<file path="src/rtl/det_token_arbiter.sv">
module det_token_arbiter #(
  parameter int NCORES      = 4,
  parameter int QW          = 16,
  parameter int DEF_QUANTUM = 1000,
  localparam int IW         = (NCORES > 1) ? $clog2(NCORES) : 1
) (
  input  logic              clk,
  input  logic              rst_n,
  input  logic [QW-1:0]     quantum_len,
  input  logic [NCORES-1:0] retire,
  input  logic [NCORES-1:0] unlock,
  input  logic [NCORES-1:0] mem_req,
  input  logic [NCORES-1:0] halted,
  output logic [NCORES-1:0] grant,
  output logic [NCORES-1:0] stall,
  output logic [IW-1:0]     token_owner
);

  logic [IW-1:0] owner_q, owner_nx;
  logic [QW-1:0] cnt_q, len_q;
  logic          own_ret, own_unl, own_hlt, qend;

  assign own_ret = retire[owner_q];
  assign own_unl = unlock[owner_q];
  assign own_hlt = halted[owner_q];
  assign qend    = own_unl | own_hlt |
                   (own_ret && (({1'b0, cnt_q} + (QW+1)'(1)) >= {1'b0, len_q}));

  always_comb begin
    logic          found;
    logic [IW:0]   idx;
    owner_nx = owner_q;
    found    = 1'b0;
    for (int k = 1; k <= NCORES; k++) begin
      idx = {1'b0, owner_q} + (IW+1)'(k);
      if (idx >= (IW+1)'(NCORES)) idx = idx - (IW+1)'(NCORES);
      if (!found && !halted[idx[IW-1:0]]) begin
        owner_nx = idx[IW-1:0];
        found    = 1'b1;
      end
    end
  end

  always_ff @(posedge clk) begin
    if (!rst_n) begin
      owner_q <= '0;
      cnt_q   <= '0;
      len_q   <= QW'(DEF_QUANTUM);
    end else if (qend) begin
      owner_q <= owner_nx;
      cnt_q   <= '0;
      len_q   <= quantum_len;
    end else if (own_ret) begin
      cnt_q   <= cnt_q + QW'(1);
    end
  end

  for (genvar i = 0; i < NCORES; i++) begin : g_port
    assign grant[i] = mem_req[i] & ~halted[i] & (owner_q == IW'(i));
    assign stall[i] = mem_req[i] & ~grant[i];
  end

  assign token_owner = owner_q;

endmodule

</file>
<file path="config.mk">
export PLATFORM = sky130hd
export DESIGN_NAME = det_token_arbiter
export DESIGN_NICKNAME = d
export VERILOG_FILES = /design/src/rtl/det_token_arbiter.sv
export SDC_FILE = /design/constraint.sdc
export NUM_CORES = 1
export LEC_CHECK = 0
export BUFFER_PORTS_ARGS = -buffer_cell sky130_fd_sc_hd__buf_4
export CAP_MARGIN = 15
export CORE_MARGIN = 4
export CORE_UTILIZATION = 60
export CTS_CLUSTER_SIZE = 20
export DETAILED_ROUTE_END_ITERATION = 16
export GPL_ROUTABILITY_DRIVEN = 0
export GPL_TIMING_DRIVEN = 0
export HOLD_SLACK_MARGIN = 0.15
export PLACE_DENSITY = 0.94
export REMOVE_ABC_BUFFERS = 1
export SYNTH_ARGS = -nofsm -noshare
export SYNTH_HDL_FRONTEND = slang
export SYNTH_SLANG_ARGS = --single-unit
</file>
<file path="constraint.sdc">
create_clock -name clk -period 4.55 [get_ports clk]
set_input_delay 1.365 -clock clk [delete_from_list [all_inputs] [get_ports clk]]
set_output_delay 1.365 -clock clk [all_outputs]
set_load 0.02 [all_outputs]
</file>
After elaboration in Yosys (flattened, before gate mapping):

Cells that the tools add are included.

* bits in latches: 0
* RAM bits: 0
* ROM bits: 0
* register bits after elaboration: 34
* memories kept: 0

* bitwise operators: 23
* magnitude comparators: 10
* multiply operators: 0
* multiplexer cells: 25
* reductions and logical operators: 12
* shifts and indexed selects: 0
* equal/unequal tests: 4
* $add $sub $neg: 10
* div/mod/pow operators: 0

Operators by type and width (number)
* 16-bit by 1-bit adder with 17-bit output, second input constant: 1
* 17-bit by 16-bit greater-or-equal comparator with 1-bit output: 1
* 16-bit by 1-bit adder with 16-bit output, second input constant: 1
* 2-bit 2-to-1 mux: 8
* 2-bit by 3-bit less-than comparator with 1-bit output, second input constant: 5
* 1-bit binary-select mux with 2-bit select: 7
* 1-bit AND: 12
* 3-bit greater-or-equal comparator, second input constant: 4
* 1-bit 2-to-1 mux: 10
* 1-bit inverter: 9
* 2-bit by 1-bit subtractor with 2-bit output, second input constant: 4
* 2-bit by 2-bit adder with 3-bit output, second input constant: 2
* 1-bit zero test: 5
* 2-bit equality test, second input constant: 2
* 1-bit logical AND: 4
* 4-bit by 1-bit inequality test with 1-bit output, second input constant: 1
* 2-bit by 1-bit adder with 3-bit output, second input constant: 1
* 2-bit by 3-bit adder with 3-bit output, second input constant: 1
* 2-bit by 1-bit equality test with 1-bit output, second input constant: 1
* 2-bit zero test: 1
* 1-bit OR: 2
* 2-bit AND reduction: 1
* 2-bit OR reduction: 1

Longest topological paths before layout:

* word-level depth: 15
* gate-level depth with buffers: 14
* gate-level depth less buffers: 12

Worst setup path after synthesis:

Ideal clock, no wire load.

* kind: input to output
* from: in mem_req[2]
* to: out stall[2]
* arrival: 1.909 ns
* slack: 1.276 ns
* cell stages on the path: 3
* path buffers: 0
* cells stage by stage: nand2_1 -> nor2_1 -> nor2b_1

* cells in the longest elaborated chain, start to end: 4

RTL lines
* start: declaration: RTL line 12 `input logic [NCORES-1:0] mem_req,`
* 1-bit AND (2 in series): RTL line 59 `assign grant[i] = mem_req[i] & ~halted[i] & (owner_q == IW'(i));`
* named net grant[2]: RTL line 14 `output logic [NCORES-1:0] grant,`
* 1-bit inverter: RTL line 60 `assign stall[i] = mem_req[i] & ~grant[i];`
* 1-bit AND: RTL line 60
* end: declaration: RTL line 15 `output logic [NCORES-1:0] stall,`

The timed path passes the listed nets, and every way through them passes these cells.

Worst setup path in the final report:

* from: reg cnt_q[0]
* to: reg cnt_q[3]

* cells in the longest elaborated chain, start to end: 5
* elaborated cells between the ends (all ways): 6
* those cells by class: add/sub (2); order compare (1); bitwise (1); reduce/logical (2)

RTL lines
* start: declaration: RTL line 20 `logic [QW-1:0] cnt_q, len_q;`
* start signal: assignment: RTL line 54 `cnt_q <= cnt_q + QW'(1);`
* 16-bit by 1-bit adder with 17-bit output: RTL line 27 `(own_ret && (({1'b0, cnt_q} + (QW+1)'(1)) >= {1'b0, len_q}));`
* 17-bit by 16-bit greater-or-equal comparator with 1-bit output: RTL line 27
* 1-bit logical AND: RTL line 27
* 1-bit OR: RTL line 26 `assign qend = own_unl | own_hlt |`
* 2-bit OR reduction (no source line)

Several ways; a longest one is shown, not always the timed one.
A chain may end at the register's enable or synchronous reset.

==> metrics.txt <==
Critical Path RT 4.72 ns; Residual DRC 0; Worst Hold Class reg2reg; post-CTS setup buffer count 0; First-pass DRT Iterations 4; vias per inst approximately 5.6; Most Frequent Cell on Critical Path nand3_1; layout cells sized above 1 roughly 19%; Worst Skew slightly above 0.007 ns; register area share after synthesis 29.3%; CTS H-tree lvls 2; Core Footprint 3690 sq um; largest area contributor in the netlist dfxtp_1; adder-cell share of the synthesized area 11.3%; max_slew headroom 36.1%; vias in the first global route 2045; worst stage delay on the critical path approximately 0.84 ns; total die area approximately 4900 sq um; Worst Tran Pin Value 0.955 ns; WS Path Type reg2reg; largest family of logic cells by synthesized area simple AND/OR/NAND/NOR gates; Clock Latency Late Sink 0.28 ns; DRT antenna net count 0; Synth Instances between 200 and 300; io pins 44; Reg clk slew, reported paths roughly 0.070 ns; final setup violating endpoints 0; RSZ-0062 raised after global routing no; Crit Path Max Fanout 25; drt wl/cell about 14 microns; Async SR Flop Fraction 0%; Syn. warnings 0; CP Data Arrival Time between 4 and 5 ns; most frequent cell after synthesis nor2_1; DRT iter0 DRCs between 100 and 150; top cells by area, synth dfxtp_1 29%, ha_1 11%, xor2_1 7.2%; antenna cells 0; Mapped Area around 2300 sq um; TritonCTS Sinks 34; CTS Buffer Depth 2; FF-to-FF setup slack between 0.4 and 0.5 ns; outcome finished, final reports clean; hold_buf cts 0; simple-gate portion of the synthesized area a little under a quarter; hpwl dp about 3.8 mm; Site Rows 22; compound-gate portion of the synthesized area under 10%; xor-xnor portion of the synthesized cell area roughly a tenth; #FFs+latches synth 34; Post-CTS Resized 0; Die W around 70 microns; CP cell instances nand3_1, nor3_1, and4_1, nand3_1, xnor2_1, ha_1, nand3_1, nor2_1, o31ai_1, a41oi_4, nand2b_4, nor2_1; CP Launch Type flop; peak supply drop 214 uV; # nets final 363; GRT Overall Usage between 20 and 25%; Fin Setup TNS 0 ns; DRT Wirelength 5.10 mm; overall power a little over 1 mW; Remaining Overflow, GRT 0; die extent in y 70.2 microns; synthesis-to-layout area growth 16.6%; Starting Density 62.9%; Pwr per Cell Area between 300 and 400 nW/um^2; Pleak ~1.3 nW; Top FF cell, synth dfxtp_1; number of flops mapped to enable cells by yosys 0; Worst Hold Depth 2; minimum clock period ~4 ns; mux contribution to synthesized area 9.65%; final hold violation count 0; Commonest cells post-synth 40 x nor2_1, 34 x dfxtp_1, 25 x nand2_1, 21 x ha_1; Post-Syn Area per Cell about 8.6 sq um; slowest CP cell a41oi_4; pin count of the biggest net entering global routing 26; Root Driver clkbuf_8; max cap viols 0; PortBufs 43; fraction of the cycle the final worst path needs 90.0%; initial antenna violation count 0; reg2reg path depth 12; CTS Buf Count 5; Cell variety after synth between 40 and 50; CTS tree built; Crit. End Element flop; first-pass GRT wire length between 8 and 9 mm; Max Clk Rate between 200 and 250 MHz; Pins Over Slew Limit 0; top cell type's share of synthesized area around 29%; via count ~2000
registers in the layout, indices dropped and copies added, names as in the netlist:
name,cells
token_owner,2
cnt_q,16
len_q,16
metal layers:
metal	routed length [microns]	global-route usage (%)
met5	0	0
met4	65	6.81
met3	181	4.75
met2	2690	40.6
met1	2160	25.9
critical path, delay by kind of cell, from the launching register on:
kind | cells | cell delay (ns)
DFF | 1 | 0.45
and+or+nand+nor | 8 | 2.07
xor gates and xnor gates | 1 | 0.15
adders and majority gates | 1 | 0.30
AOI/OAI and AO/OA | 2 | 1.00
cells by family after synthesis:
logic type | Yosys count
AND/OR/NAND/NOR | 107
flip-flops | 34
adder cells (fa/ha/maj) | 21
XOR/XNOR | 28
multiplexers | 17
AO/OA/AOI/OAI | 31
buffers and inverters | 31
power breakdown:
part	leakage [nW]	internal, mW	switching (mW)	total, mW
sequential	0.279	0.340	0.0364	0.376
combinational	0.962	0.194	0.237	0.430
clock	0.0383	0.105	0.100	0.206
total	1.28	0.638	0.373	1.01
cell usage in the layout (no fill, tap or decap), drive strengths merged, types with 2 or more instances in the layout:
cell,synthesis,routed
a211oi,3,3
a21o,2,2
a21oi,8,8
and3,3,3
buf,6,43
clkbuf,5,7
dfxtp,34,34
ha,21,21
inv,20,20
mux2i,13,13
mux4,4,4
nand2,25,25
nand2b,3,3
nand3,12,12
nand4,9,9
nor2,40,40
nor2b,6,6
nor3,3,3
o211ai,8,8
o21ai,3,3
o31ai,2,2
xnor2,9,9
xor2,19,19
final timing paths:
check	startpoint	endpoint
worst max-delay path	cnt_q[0]	cnt_q[3]
worst min register to register	len_q[4]	len_q[4]
worst min-delay path	len_q[4]	len_q[4]
worst max register to register	cnt_q[0]	cnt_q[3]
through the flow:
step	setup WS [ns]	utilization [%]	hold slack (ns)	instance area, sq um	cells
after global placement	0.678	71.3	0.472	2630	349
after floorplan	1.28	-	0.460	2250	258
after CTS	0.506	73.4	0.506	2710	356
after detailed placement	0.603	71.3	0.491	2630	349
final	0.456	73.4	0.498	2710	356
after global routing	0.258	73.4	0.534	2710	356
area by class of cell:
type	instances	area, sq um
fill	278	982
multi-input combinational	204	1490
timing repair buffer	43	323
sequential	34	681
inverter	20	80.1
tap	48	60.1
clock buffer	7	76.3
(Power assumes the default switching activity.)
